File: src/rtl/keyed_watchdog_pkg.sv
package keyed_watchdog_pkg;

    localparam int ADDR_W = 3;

    localparam logic [ADDR_W-1:0] A_KEY1  = 3'd0;
    localparam logic [ADDR_W-1:0] A_KEY2  = 3'd1;
    localparam logic [ADDR_W-1:0] A_LIMIT = 3'd2;
    localparam logic [ADDR_W-1:0] A_CTRL  = 3'd3;
    localparam logic [ADDR_W-1:0] A_STAT  = 3'd4;
    localparam logic [ADDR_W-1:0] A_ACK   = 3'd5;
    localparam logic [ADDR_W-1:0] A_COUNT = 3'd6;

    localparam int CTRL_W   = 2;
    localparam int CTRL_RUN = 0;
    localparam int CTRL_RST = 1;

    typedef enum logic [1:0] {
        LK_SHUT = 2'd0,
        LK_HALF = 2'd1,
        LK_OPEN = 2'd2
    } lock_e;

endpackage

File: src/rtl/wdt_unlock.sv
module wdt_unlock
    import keyed_watchdog_pkg::*;
#(
    parameter int                DATA_W = 32,
    parameter logic [DATA_W-1:0] KEY1   = 32'h0000_BABA,
    parameter logic [DATA_W-1:0] KEY2   = 32'h0000_EB10
) (
    input  logic              clk,
    input  logic              rst_n,
    input  logic              wr_en,
    input  logic [ADDR_W-1:0] addr,
    input  logic [DATA_W-1:0] wdata,
    output logic              grant
);

    typedef struct packed {
        lock_e st;
    } lock_t;

    lock_t lk_d, lk_q;

    always_comb begin
        lk_d = lk_q;
        if (wr_en) begin
            unique case (lk_q.st)
                LK_SHUT: lk_d.st = (addr == A_KEY1 && wdata == KEY1) ? LK_HALF : LK_SHUT;
                LK_HALF: lk_d.st = (addr == A_KEY2 && wdata == KEY2) ? LK_OPEN : LK_SHUT;
                default: lk_d.st = LK_SHUT;
            endcase
        end
    end

    always_ff @(posedge clk or negedge rst_n) begin
        if (!rst_n) lk_q <= '{st: LK_SHUT};
        else        lk_q <= lk_d;
    end

    assign grant = wr_en && (lk_q.st == LK_OPEN);

endmodule

File: src/rtl/wdt_core.sv
module wdt_core
    import keyed_watchdog_pkg::*;
#(
    parameter int CNT_W     = 32,
    parameter int PULSE_LEN = 16
) (
    input  logic              clk,
    input  logic              rst_n,
    input  logic              limit_we,
    input  logic [CNT_W-1:0]  limit_in,
    input  logic              ctrl_we,
    input  logic [CTRL_W-1:0] ctrl_in,
    input  logic              stat_clr,
    input  logic              kick,
    output logic [CNT_W-1:0]  limit,
    output logic [CTRL_W-1:0] ctrl,
    output logic [CNT_W-1:0]  count,
    output logic              status,
    output logic              rst_req
);

    localparam int PW = $clog2(PULSE_LEN + 1);

    typedef struct packed {
        logic [CNT_W-1:0]  limit;
        logic [CTRL_W-1:0] ctrl;
        logic [CNT_W-1:0]  count;
        logic              status;
        logic [PW-1:0]     pulse;
    } core_t;

    core_t c_d, c_q;
    logic  hit;

    always_comb begin
        c_d = c_q;
        hit = c_q.ctrl[CTRL_RUN] && (c_q.count == c_q.limit);

        if (c_q.ctrl[CTRL_RUN]) c_d.count = c_q.count + CNT_W'(1);
        if (hit || kick)        c_d.count = '0;

        if (stat_clr) c_d.status = 1'b0;
        if (hit)      c_d.status = 1'b1;

        if (c_q.pulse != '0)                c_d.pulse = c_q.pulse - PW'(1);
        else if (hit && c_q.ctrl[CTRL_RST]) c_d.pulse = PW'(PULSE_LEN);

        if (limit_we) c_d.limit = limit_in;
        if (ctrl_we)  c_d.ctrl  = ctrl_in;
    end

    always_ff @(posedge clk or negedge rst_n) begin
        if (!rst_n) begin
            c_q.limit  <= '1;
            c_q.ctrl   <= '0;
            c_q.count  <= '0;
            c_q.status <= 1'b0;
            c_q.pulse  <= '0;
        end else begin
            c_q <= c_d;
        end
    end

    assign limit   = c_q.limit;
    assign ctrl    = c_q.ctrl;
    assign count   = c_q.count;
    assign status  = c_q.status;
    assign rst_req = (c_q.pulse != '0);

endmodule

File: src/rtl/keyed_watchdog.sv
module keyed_watchdog
    import keyed_watchdog_pkg::*;
#(
    parameter int                DATA_W    = 32,
    parameter int                CNT_W     = 32,
    parameter int                PULSE_LEN = 16,
    parameter logic [DATA_W-1:0] KEY1      = 32'h0000_BABA,
    parameter logic [DATA_W-1:0] KEY2      = 32'h0000_EB10
) (
    input  logic              clk,
    input  logic              rst_n,
    input  logic              wr_en,
    input  logic [2:0]        addr,
    input  logic [DATA_W-1:0] wdata,
    output logic [DATA_W-1:0] rdata,
    output logic              rst_req,
    output logic              expired
);

    logic              grant;
    logic [CNT_W-1:0]  limit_q;
    logic [CTRL_W-1:0] ctrl_q;
    logic [CNT_W-1:0]  count_q;
    logic              limit_we, ctrl_we, stat_clr, kick;

    wdt_unlock #(.DATA_W(DATA_W), .KEY1(KEY1), .KEY2(KEY2)) u_lock (
        .clk   (clk),
        .rst_n (rst_n),
        .wr_en (wr_en),
        .addr  (addr),
        .wdata (wdata),
        .grant (grant)
    );

    always_comb begin
        limit_we = grant && (addr == A_LIMIT);
        ctrl_we  = grant && (addr == A_CTRL);
        kick     = grant && (addr == A_COUNT);
        stat_clr = grant && (((addr == A_STAT) && !wdata[0]) ||
                             ((addr == A_ACK)  &&  wdata[0]));
    end

    wdt_core #(.CNT_W(CNT_W), .PULSE_LEN(PULSE_LEN)) u_core (
        .clk      (clk),
        .rst_n    (rst_n),
        .limit_we (limit_we),
        .limit_in (wdata[CNT_W-1:0]),
        .ctrl_we  (ctrl_we),
        .ctrl_in  (wdata[CTRL_W-1:0]),
        .stat_clr (stat_clr),
        .kick     (kick),
        .limit    (limit_q),
        .ctrl     (ctrl_q),
        .count    (count_q),
        .status   (expired),
        .rst_req  (rst_req)
    );

    always_comb begin
        rdata = '0;
        unique case (addr)
            A_LIMIT: rdata = DATA_W'(limit_q);
            A_CTRL:  rdata = DATA_W'(ctrl_q);
            A_STAT:  rdata = DATA_W'(expired);
            A_COUNT: rdata = DATA_W'(count_q);
            default: rdata = '0;
        endcase
    end

endmodule

File: config.mk
export PLATFORM = sky130hd
export DESIGN_NAME = keyed_watchdog
export DESIGN_NICKNAME = d
export VERILOG_FILES = /design/src/rtl/keyed_watchdog_pkg.sv /design/src/rtl/wdt_unlock.sv /design/src/rtl/wdt_core.sv /design/src/rtl/keyed_watchdog.sv
export SDC_FILE = /design/constraint.sdc
export NUM_CORES = 1
export LEC_CHECK = 0
export BUFFER_PORTS_ARGS = -buffer_cell sky130_fd_sc_hd__buf_2
export CORE_MARGIN = 2
export CORE_UTILIZATION = 50
export DETAILED_ROUTE_END_ITERATION = 16
export HOLD_SLACK_MARGIN = 0.02
export MAX_ROUTING_LAYER = met4
export PLACE_DENSITY_LB_ADDON = 0.25
export SLEW_MARGIN = 0
export SYNTH_ARGS = -nofsm -noshare
export SYNTH_HDL_FRONTEND = slang
export SYNTH_HIERARCHICAL = 1
export SYNTH_SLANG_ARGS = --single-unit
File: constraint.sdc
create_clock -name clk -period 1.8 [get_ports clk]
set_input_delay 0.09 -clock clk [delete_from_list [all_inputs] [get_ports clk]]
set_output_delay 0.09 -clock clk [all_outputs]
set_load 0.01 [all_outputs]
After elaboration in Yosys (flattened, before gate mapping)
Index checks and enable logic that the tools add are counted.
{"block": "op_classes", "n_addsub": 2, "n_eq_ne": 11, "muxes": 10, "n_reduce_logical": 20}
{"op": "$pmux 32 s4", "n": 1}
{"op": "$eq 32x16->1 const B", "n": 2}
{"op": "$mux 32", "n": 2}
{"op": "$add 32x1->32 const B", "n": 1}
{"op": "$eq 32x32->1", "n": 1}
{"op": "$logic_and 1x1->1", "n": 11}
{"op": "$mux 5", "n": 2}
{"op": "$eq 3x3->1 const B", "n": 3}
{"op": "$eq 3x2->1 const B", "n": 2}
{"op": "$reduce_bool 2->1", "n": 3}
{"op": "$reduce_bool 5->1", "n": 1}
{"op": "$sub 5x1->5 const B", "n": 1}
{"op": "$pmux 2 s2", "n": 1}
{"op": "$eq 3x1->1 const B", "n": 1}
{"op": "$logic_not 3->1", "n": 1}
{"op": "$mux 1", "n": 3}
{"op": "$eq 2x1->1 const B", "n": 1}
{"op": "$eq 2x2->1 const B", "n": 1}
{"op": "$logic_not 2->1", "n": 1}
{"op": "$logic_or 1x1->1", "n": 2}
{"op": "$mux 2", "n": 1}
{"op": "$logic_not 1->1", "n": 1}
{"block": "word_totals", "register_bits": 74, "inputBits": 38, "output_inout_bits": 34}

Longest topological paths before layout
Gate-level depths: netlist (run 1).
{"block": "depth", "ltp_word": 6, "ltp_mapped": 7, "ltp_nobuf": 6}

By module
Netlist (run 1), hierarchy kept.
{"module": "wdt_core", "n_inst": 1, "cells_per_inst": 366, "area_per_inst_um2": 3995.1, "seq_area_each_um2": 1841.8}
{"module": "keyed_watchdog", "n_inst": 1, "cells_per_inst": 55, "area_per_inst_um2": 446.7, "seq_area_each_um2": 0.0}
{"module": "wdt_unlock", "n_inst": 1, "cells_per_inst": 24, "area_per_inst_um2": 202.7, "seq_area_each_um2": 50.0}

Worst setup path after synthesis (run 1)
Ideal clock, no wire load.
{"block": "synth_timing", "path_kind": "register -> register", "start": "register u_lock/lk_q[0] (netlist name)", "end": "register, netlist name u_core/limit[0]", "setup_time_ns": 0.082, "arrival_ns": 1.737, "required_ns": 1.718, "path_slack_ns": -0.019, "path_stages_with_launch": 6, "path_cell_list": "dfrtp_1 > nor3b_1 > and2_1 > clkbuf_1 > buf_1 > mux2_2"}
{"block": "synth_via", "elab_chain_len": 3}
{"element": "from (decl)", "line_no": "wdt_unlock.sv:20", "rtl": "lock_t lk_d, lk_q;"}
{"element": "from (signal assigned)", "line_no": "wdt_unlock.sv:34", "rtl": "if (!rst_n) lk_q <= '{st: LK_SHUT};"}
{"element": "from (signal assigned)", "line_no": "wdt_unlock.sv:35", "rtl": "else lk_q <= lk_d;"}
{"element": "$eq 2x2->1", "line_no": "wdt_unlock.sv:38", "rtl": "assign grant = wr_en && (lk_q.st == LK_OPEN);"}
{"element": "$logic_and 1x1->1", "line_no": "wdt_unlock.sv:38"}
{"element": "via grant", "line_no": "keyed_watchdog.sv:20", "rtl": "logic grant;"}
{"element": "$logic_and 1x1->1", "line_no": "keyed_watchdog.sv:36", "rtl": "limit_we = grant && (addr == A_LIMIT);"}
{"element": "via limit_we", "line_no": "keyed_watchdog.sv:24", "rtl": "logic limit_we, ctrl_we, stat_clr, kick;"}
The timed path passes the listed nets, and every way through them passes these cells.
A chain may end at the register's enable or synchronous reset.

Final worst setup path (run 1)
{"block": "layout_timing", "start": "register, netlist name u_core/count[6]", "end": "register, netlist name u_core/count[25]"}
{"block": "layout_via", "elab_chain_len": 4, "word_cells_on_any_way": 7, "classes_between": "1 x add/sub; 1 x eq/ne; 2 x mux; 3 x reduce/logical"}
{"element": "branches (longest 4 deep; another with $add 32x1->32)"}
Parallel ways; which one is timed is not known. The select of a mux whose other input is x is not followed.

==> impl_metrics.yaml, run 1 <==
status:
  status: "complete, but fails checks"
  violations: "setup timing"
drt:
  drt-pass1-iter-count: 4
  first_iter_violations: 207
  routed-via-count: 3592
  final_antenna_net_count: 0
  drt-total-wl_microns: 11800
  detail_route.wl_per_cell_microns: 18.4
  drcViolationCount: 0
  via_per_inst: 5.58
sta:
  max_freq_mhz: 541
  relSlewSlack_pct: 54.5
  fin_crit_sh_pct: 103
  finalCriticalPeriod_ns: 1.85
  hold_viol_final: 0
  finalMaxSlewViolations: 0
  rsz0062_at_grt: "yes"
  fin_ws_ns: -0.0495
  setup_viol: 7
  tightest_slew_ns: 0.683
  finalClockSkew_ns: 0.00874
synthesis:
  ys_ff_latch: 74
  ys.warnings.count: 6
  yosysTopAreaCell: "dfrtp_1"
  synth_cell_types: 41
  synth_area_leaders: "dfrtp_1 (23%), dfstp_2 (18%), buf_4 (11%)"
  avgSynthCellArea_sq_um: 10.4
  netlist.area_leader.share_pct: 22.6
  synth_fp_nets: 485
  seq_area_frac_synth_pct: 40.7
  synth_area_sq_um: 4640
  synth_edf_count: 0
  ys_async_sr_fraction_pct: 100
  syn_inst: 445
  synth_top_flop_cell: "dfrtp_1"
power_and_ir_drop:
  power.leakage_nw: 2.42
  irDropWorstVdd_v: 0.000420
  powerDensity_nw_per_um2: 580
min_path:
  hp-class: "primary input to flip-flop"
  min_path_cells: 2
  hp-start: "wdata[1]"
  min_to: "u_core/ctrl[1]"
setup_path:
  crit_arrival_ns: 2.10
  reg2reg_depth: 7
  critPathMaxFanout: 10
  critPathKind: "flip-flop to flip-flop"
  r2r_setup_slack_ns: -0.05
  endpoint_kind: "flip-flop"
  r2r-start: "u_core/count[6]"
  cp-start-kind: "flip-flop"
  cp.required_ns: 2.05
  regToRegEndpoint: "u_core/count[25]"
grt:
  grt_max_degree: 33
  track_usage_pct: 24.5
  grt_first_pass_wirelength_microns: 18300
  gr-total-overflow: 0
  first_global_vias: 3699
  antenna_found_initial: 0
clocking:
  cts-root-buf: "clkbuf_8"
  ctsHtreeMaxLevel: 3
  clk_pin_slew_worst_paths_ns: 0.08
  cts_tree: "yes"
  cts_sinks: 74
  cts_buffer_depth: 2
  numCtsBuffers: 9
  worstSkewPairLatency_ns: 0.35
place:
  io_buffers: 71
  place_congestion: 0.930
  pre_cts_slack_ns: -0.0481
  dpl-instance-area_sq_um: 4930
  dp_hpwl_microns: 7990
floorplan:
  start_util_pct: 51.0
  core_sq_um: 9110
  io_pins: 72
  die_w_microns: 100
  dieArea_sq_um: 10100
  die_h_microns: 100
  num_rows: 35
final_layout:
  diodes: 0
  nets: 568
  drive_gt1_share_pct: 44.5
  fin_area_sq_um: 5640
  layout_common_cells: "buf_2 (71), buf_4 (49), dfrtp_1 (42)"
  syn_to_final_growth_pct: 21.4
  mostFrequentLayoutCell: "buf_2"
  fin_util_pct: 61.9
flow_run:
  drv_cap: 0
==> power breakdown <==
| part | internal [mW] | leakage [nW] | switching [mW] |
|---|---|---|---|
| Combinational | 0.131 | 1.57 | 0.140 |
| Sequential | 1.67 | 0.744 | 0.00000000000204 |
| Clock | 0.714 | 0.0986 | 0.622 |
| Total | 2.51 | 2.42 | 0.761 |
==> critical path, cell delays in order (launching register included) <==
cell and delay [ns]:
dfrtp_1 0.40, buf_4 0.16, nand4_4 0.18, nor4_4 0.28, buf_4 0.23, nand4_1 0.20
xor2_2 0.24, nor2_4 0.05
==> metrics by stage <==
stage	setup TNS (ns)	total power [mW]	hold slack (ns)	instances
floorplan	0	1.78	-0.206	445
global placement	-0.369	1.91	0.161	591
detailed placement	-1.23	1.92	0.161	591
CTS	0	3.30	0.0245	641
global route	-4.22	3.39	0.0263	644
finish	-0.107	3.27	0.0371	644
==> kinds of logic (layout without fill, tap and decap cells) <==
| group | after synthesis | in the layout | synth area share (%) |
|---|---|---|---|
| simple gates | 135 | 135 | 16.4 |
| buf+inv | 91 | 179 | 13.6 |
| flops | 74 | 74 | 40.7 |
| xor+xnor | 66 | 66 | 12.4 |
| compound gates | 39 | 39 | 7.17 |
| mux | 38 | 38 | 9.11 |
| fa+ha+maj | 2 | 2 | 0.539 |
==> per-layer routing <==
layer  vias up  wire length (microns)  share of wire (%)  global-route usage, %
met5         -                      0                  0                      -
met4         0                    207                1.8                   7.38
met3        20                    551                4.7                   5.57
met2       122                   5960                 50                   41.8
met1      1790                   5100                 43                   29.0
li1       1660                      -                  -                      -
==> area by class of cell <==
class	instances	area [sq um]
clock buffer	12	155
clock inverter	4	50.0
fill	722	3470
inverter	8	30.0
multi-input combinational	280	2250
sequential	74	1890
tap	111	139
timing repair buffer	155	1120
==> sequential cells by signal, indices dropped and copies added (netlist names) <==
name / flops
u_core/ctrl: 2
u_core/c_q: 5
u_core/status: 1
u_core/count: 32
u_core/limit: 32
u_lock/lk_q: 2
==> cells in the mapped netlist, drive strengths merged, types with 3 or more instances <==
cell type,n
buf,81
nor2,48
dfrtp,42
xnor2,42
mux2,34
a22o,32
dfstp,32
nand4,25
xor2,24
nand2,16
nand3,13
inv,8
nor3,8
nor4,6
and4,4
mux2i,4
a31o,3
and2,3
==> worst max-delay path by stage <==
stage                       end  cells after the start        startpoint  slack [ns]
3_3_place_gp      u_core/c_q[1]                      6  u_core/limit[31]       -0.02
3_5_place_dp      u_core/c_q[1]                      6  u_core/limit[31]       -0.05
2_1_floorplan  u_core/count[12]                      6   u_core/count[0]        0.05
5_1_grt           u_core/c_q[0]                      6  u_core/limit[31]       -0.14
6_report       u_core/count[25]                      7   u_core/count[6]       -0.05
4_1_cts           u_core/c_q[0]                      6  u_core/limit[17]       0.003
==> what timing repair did <==
item | in CTS | in global routing
endpoints found under the setup margin | 34 | 36
cloned | 0 | 2
setup buffers | 4 | 1
gates resized for setup | 4 | 23
pin swaps | 3 | 13
hold buffers | 30 | 0
endpoints found under the hold margin | 36 | 0
Power figures use the tool's default switching activity.
==> inputs of run 2 (changes only) <==
- CORE_UTILIZATION: 50 -> 48
- MAX_ROUTING_LAYER: met4 -> default
==> run 2 against run 1 <==
Against the previous run: flip-flop and latch count stayed put; sequential share of layout area is 0.69 points lower; worst hold slack worse by 0.0068 ns; via count is 1.1% lower; clock power is 17% higher; highest routed layer unchanged; the flow still finishes with violations (setup timing); critical path depth stayed put; count of clock-buffer cells in the layout is 1 lower; critical endpoint is now u_core/count[12].
==> impl_metrics.yaml, run 2 (synthesized netlist as in run 1, its figures left out) <==
clocking:
  ctsHtreeMaxLevel: 3
  cts-root-buf: "clkbuf_8"
  cts_tree: "yes"
  cts_sinks: 74
  cts_buffer_depth: 2
  clk_pin_slew_worst_paths_ns: 0.08
  numCtsBuffers: 9
  worstSkewPairLatency_ns: 0.36
setup_path:
  critPathKind: "flip-flop to flip-flop"
  r2r-start: "u_core/limit[15]"
  cp-start-kind: "flip-flop"
  critPathMaxFanout: 8
  endpoint_kind: "flip-flop"
  reg2reg_depth: 7
  crit_path_start: "u_core/limit[15]"
  crit_arrival_ns: 2.08
  cp.required_ns: 2.05
final_layout:
  regArea_sq_um: 1890
  finalNonFillerCells: 666
  largestRegisters: "u_core/count x32, u_core/limit x32, u_core/c_q x5"
  fin_area_sq_um: 5760
  nets: 572
  diodes: 0
  drive_gt1_share_pct: 46.0
  mostFrequentLayoutCell: "buf_2"
  layout_common_cells: "buf_2 (71), buf_4 (54), dfrtp_1 (41)"
  syn_to_final_growth_pct: 24.0
  multi_input_area_sq_um: 2290
  final.fill_count: 757
sta:
  fin_hold_ws_ns: 0.0303
  fin_crit_sh_pct: 102
  final.setup.tns_ns: -0.504
  max_freq_mhz: 547
  hold_viol_final: 0
  rsz0062_at_grt: "yes"
  finalMaxSlewViolations: 0
  fin_ws_ns: -0.0296
  finalCriticalPeriod_ns: 1.83
  tightest_slew_ns: 0.534
  finalClockSkew_ns: 0.0123
  relSlewSlack_pct: 63.9
  setup_viol: 29
place:
  io_buffers: 71
  dp.cells: 616
  dpl-instance-area_sq_um: 4990
  pre_cts_slack_ns: -0.0863
  dp_hpwl_microns: 8010
  place_congestion: 0.807
min_path:
  min_path_cells: 2
  hp-start: "wdata[0]"
  hp-class: "primary input to flip-flop"
grt:
  first_global_vias: 3485
  grt_first_pass_wirelength_microns: 17700
  gr-total-overflow: 0
  antenna_found_initial: 0
  grt_max_degree: 75
  track_usage_pct: 22.8
drt:
  drt-total-wl_microns: 12100
  detail_route.wl_per_cell_microns: 18.2
  first_iter_violations: 186
  routed-via-count: 3553
  drt-pass1-iter-count: 4
  final_antenna_net_count: 0
  via_per_inst: 5.33
  drcViolationCount: 0
floorplan:
  start_util_pct: 49.8
  num_rows: 35
  die_h_microns: 102
  core_sq_um: 9330
  io_pins: 72
  dieArea_sq_um: 10500
  die_w_microns: 102
status:
  violations: "setup timing"
  status: "complete, but fails checks"
flow_run:
  drv_cap: 0
power_and_ir_drop:
  power.leakage_nw: 2.48
  powerDensity_nw_per_um2: 607
  irDropWorstVdd_v: 0.000336
run 2: final cells by class:
type / instances / area share, %
flip-flops and latches: 74 / 32.9
repair buffers: 159 / 20.0
multi-input cells: 280 / 39.7
well taps: 129 / 2.80
clock inverters: 5 / 1.80
clock buffers: 11 / 2.28
inverters: 8 / 0.522
run 2: stage by stage:
step	utilization (%)	total power, mW
4_1_cts	59.5	3.51
2_1_floorplan	-	1.78
3_5_place_dp	53.5	1.91
6_report	61.7	3.50
3_3_place_gp	53.5	1.91
5_1_grt	61.7	3.61
run 2: worst paths after layout:
kind,slack (ns),end
max reg2reg,-0.03,u_core/count[12]
min,0.03,u_core/limit[0]
max,-0.03,u_core/count[12]
min reg2reg,0.52,u_core/c_q[4]
max in group asynchronous,1.15,u_core/limit[6]
min in group asynchronous,0.27,u_core/c_q[3]
run 2: per-layer routing:
metal | global-route usage (%) | up-vias | part of all wire, %
met5 | 0 | - | 0
met4 | 8.62 | 0 | 2.2
met3 | 4.86 | 20 | 5.5
met2 | 37.8 | 112 | 50
met1 | 29.3 | 1752 | 43
li1 | - | 1669 | -
run 2: critical path: stages (launching register included):
cell and delay, ns:
dfstp_2 0.57, xnor2_2 0.14, nand4_1 0.14, nor4_2 0.25, buf_4 0.16, a31o_4 0.21
clkbuf_16 0.19, nor2_1 0.06
run 2: power breakdown:
| group | internal (mW) | total, mW | switching, mW | leakage, nW |
|---|---|---|---|---|
| sequential | 1.67 | 1.67 | 0.00000000000338 | 0.744 |
| combinational | 0.127 | 0.265 | 0.139 | 1.62 |
| clock | 0.922 | 1.57 | 0.644 | 0.118 |
run 2: what timing repair did:
item,4_1_cts,5_1_grt
cloned,0,2
pin swaps,2,16
resized for setup,5,31
setup endpoints to repair,35,56
buffers inserted,1,1
hold buffers,29,1
hold endpoints to repair,70,1
==> inputs of run 3 (changes only) <==
- CELL_PAD_IN_SITES_DETAIL_PLACEMENT: default -> 1
- CELL_PAD_IN_SITES_GLOBAL_PLACEMENT: default -> 2
- CORE_UTILIZATION: 48 -> 30
==> run 3 against run 2 <==
Against the previous run: the flow still finishes with violations (setup timing); register-to-register slack got worse by 0.05 ns; critical endpoint is now u_core/count[26]; combinational power about the same; critical path type unchanged; worst hold slack improved by 0.0034 ns; largest cell class unchanged; core utilization is 22 points lower; clock power rose by 18%.
==> impl_metrics.yaml, run 3 (synthesized netlist as in run 1, its figures left out) <==
setup_path:
  critPathSlowestCell: "dfrtp_1"
  worst_path_most_repeated_cell: "buf_4"
  critPathKind: "flip-flop to flip-flop"
  critPathMaxFanout: 4
  cp-start-kind: "flip-flop"
  path_buf_inv: 3
  r2r_setup_slack_ns: -0.08
  max_stage_delay_ns: 0.40
  path_cells: "ha_2 -> nand4_1 -> buf_4 -> nor4_4 -> buf_4 -> clkbuf_16 -> nand3_4 -> xor2_1 -> nor2_1"
  endpoint_kind: "flip-flop"
  crit_arrival_ns: 2.12
  cpLargestDelayFamily: "buffers and inverters"
  cp.required_ns: 2.04
power_and_ir_drop:
  power_frac_seq_pct: 44.1
  p_sw_uw: 853
  switching_share_pct: 22.5
  powerDensity_nw_per_um2: 622
  irDropWorstVdd_v: 0.000438
  power_frac_comb_pct: 7.0
  power.leakage_nw: 2.60
  finalPower_mw: 3.78
  pwr-share-clk_pct: 48.9
  power.internal_mw: 2.93
floorplan:
  num_rows: 45
  io_pins: 72
  start_util_pct: 30.7
  die_h_microns: 128
  core_sq_um: 15100
  die_w_microns: 128
  dieArea_sq_um: 16500
place:
  dp.cells: 690
  io_buffers: 71
  dpl-instance-area_sq_um: 5240
  dp_hpwl_microns: 9950
  place_congestion: 0.790
sta:
  fin_ws_ns: -0.0813
  relSlewSlack_pct: 54.8
  hold_viol_final: 0
  rsz0062_at_grt: "yes"
  finalCriticalPeriod_ns: 1.88
  setup_viol: 17
  max_freq_mhz: 532
  final.setup.tns_ns: -0.810
  tightest_slew_ns: 0.669
  fin_crit_sh_pct: 105
  finalClockSkew_ns: 0.00885
  finalMaxSlewViolations: 0
final_layout:
  regArea_sq_um: 1890
  nets: 589
  mostFrequentLayoutCell: "buf_2"
  finalNonFillerCells: 742
  syn_to_final_growth_pct: 31.1
  fin_area_sq_um: 6090
  multi_input_area_sq_um: 2260
  diodes: 0
  layout_common_cells: "buf_2 (71), buf_4 (67), dfrtp_1 (41)"
  largestRegisters: "u_core/count x32, u_core/limit x32, u_core/c_q x5"
  fin_util_pct: 40.2
  final.fill_count: 1668
  drive_gt1_share_pct: 48.7
clocking:
  cts_buffer_depth: 2
  ctsHtreeMaxLevel: 3
  clk_pin_slew_worst_paths_ns: 0.06
  cts_sinks: 74
  numCtsBuffers: 9
  cts_tree: "yes"
  cts-root-buf: "clkbuf_16"
  worstSkewPairLatency_ns: 0.35
drt:
  drt-pass1-iter-count: 4
  via_per_inst: 4.82
  drcViolationCount: 0
  detail_route.wl_per_cell_microns: 18.7
  first_iter_violations: 94
  routed-via-count: 3578
  drt-total-wl_microns: 13900
  final_antenna_net_count: 0
flow_run:
  drv_cap: 0
grt:
  grt_first_pass_wirelength_microns: 22100
  first_global_vias: 3945
  gr-total-overflow: 0
  gr-usage-met1_pct: 24.0
  use_met2_pct: 28.9
  antenna_found_initial: 0
  gr-max-usage-layer: "met2"
  use_met3_pct: 2.99
  track_usage_pct: 17.9
  grt_max_degree: 75
min_path:
  hp-class: "primary input to flip-flop"
status:
  status: "complete, but fails checks"
  violations: "setup timing"
==> run 3: cell types whose count changed in the layout (fill, tap and decap cells not counted), moves of 5 or more <==
cell	previous run	this run
buf_4	54	67
nor2_1	34	40
clkbuf_8	9	2
nor2_4	10	4
buf_12	2	10
dlygate4sd3_1	30	25
clkbuf_16	2	10
==> run 3: through the flow <==
stage	hold slack [ns]	setup WS [ns]
detailed placement	0.166	-0.124
CTS	0.0205	-0.0548
global route	0.0345	-0.196
finish	0.0337	-0.0813
floorplan	-0.206	0.0460
global placement	0.168	-0.123
==> run 3: power groups by stage <==
stage / sequential (mW) / clock, mW / combinational, mW
6_report: 1.67 / 1.85 / 0.266
5_1_grt: 1.67 / 1.98 / 0.293
4_1_cts: 1.67 / 1.90 / 0.271
3_5_place_dp: 1.69 / 0 / 0.229
3_3_place_gp: 1.69 / 0 / 0.230
2_1_floorplan: 1.70 / 0 / 0.0801
==> run 3: area by class of cell <==
type                            instances  area share, %
Clock inverter                          5          0.863
Sequential cell                        74           31.1
Tap cell                              188           3.86
Timing Repair Buffer                  176           22.3
Clock buffer                           11           4.15
Multi-Input combinational cell        280           37.2
Inverter                                8          0.493
==> run 3: worst paths after layout <==
kind                                 startpoint                to  cells past startpoint
worst max-delay path            u_core/count[1]  u_core/count[26]                      9
worst min-delay path                  wdata[14]  u_core/limit[14]                      2
worst max register to register  u_core/count[1]  u_core/count[26]                      9
worst min register to register    u_core/c_q[1]     u_core/c_q[1]                      1
max in group asynchronous                 rst_n  u_core/limit[27]                      3
min in group asynchronous                 rst_n  u_core/count[16]                      3
==> run 3: repair_timing <==
item,in CTS,in global routing
setup buffers,7,3
resized for setup,21,14
endpoints found under the hold margin,66,0
pin swaps,12,14
cloned,1,1
setup endpoints to repair,36,38
hold buffers,25,0
==> run 3: metal layers <==
metal | part of all wire (%) | up-vias
met5 | 0 | -
met4 | 1.8 | 0
met3 | 3.1 | 18
met2 | 48 | 62
met1 | 47 | 1804
li1 | - | 1694
==> run 3: worst reg2reg max path, cell delays in order, from the launching register on <==
cell and delay (ns):
dfrtp_1 0.40, ha_2 0.20, nand4_1 0.14, buf_4 0.20, nor4_4 0.22, buf_4 0.19, clkbuf_16 0.14, nand3_4 0.05
xor2_1 0.16, nor2_1 0.07
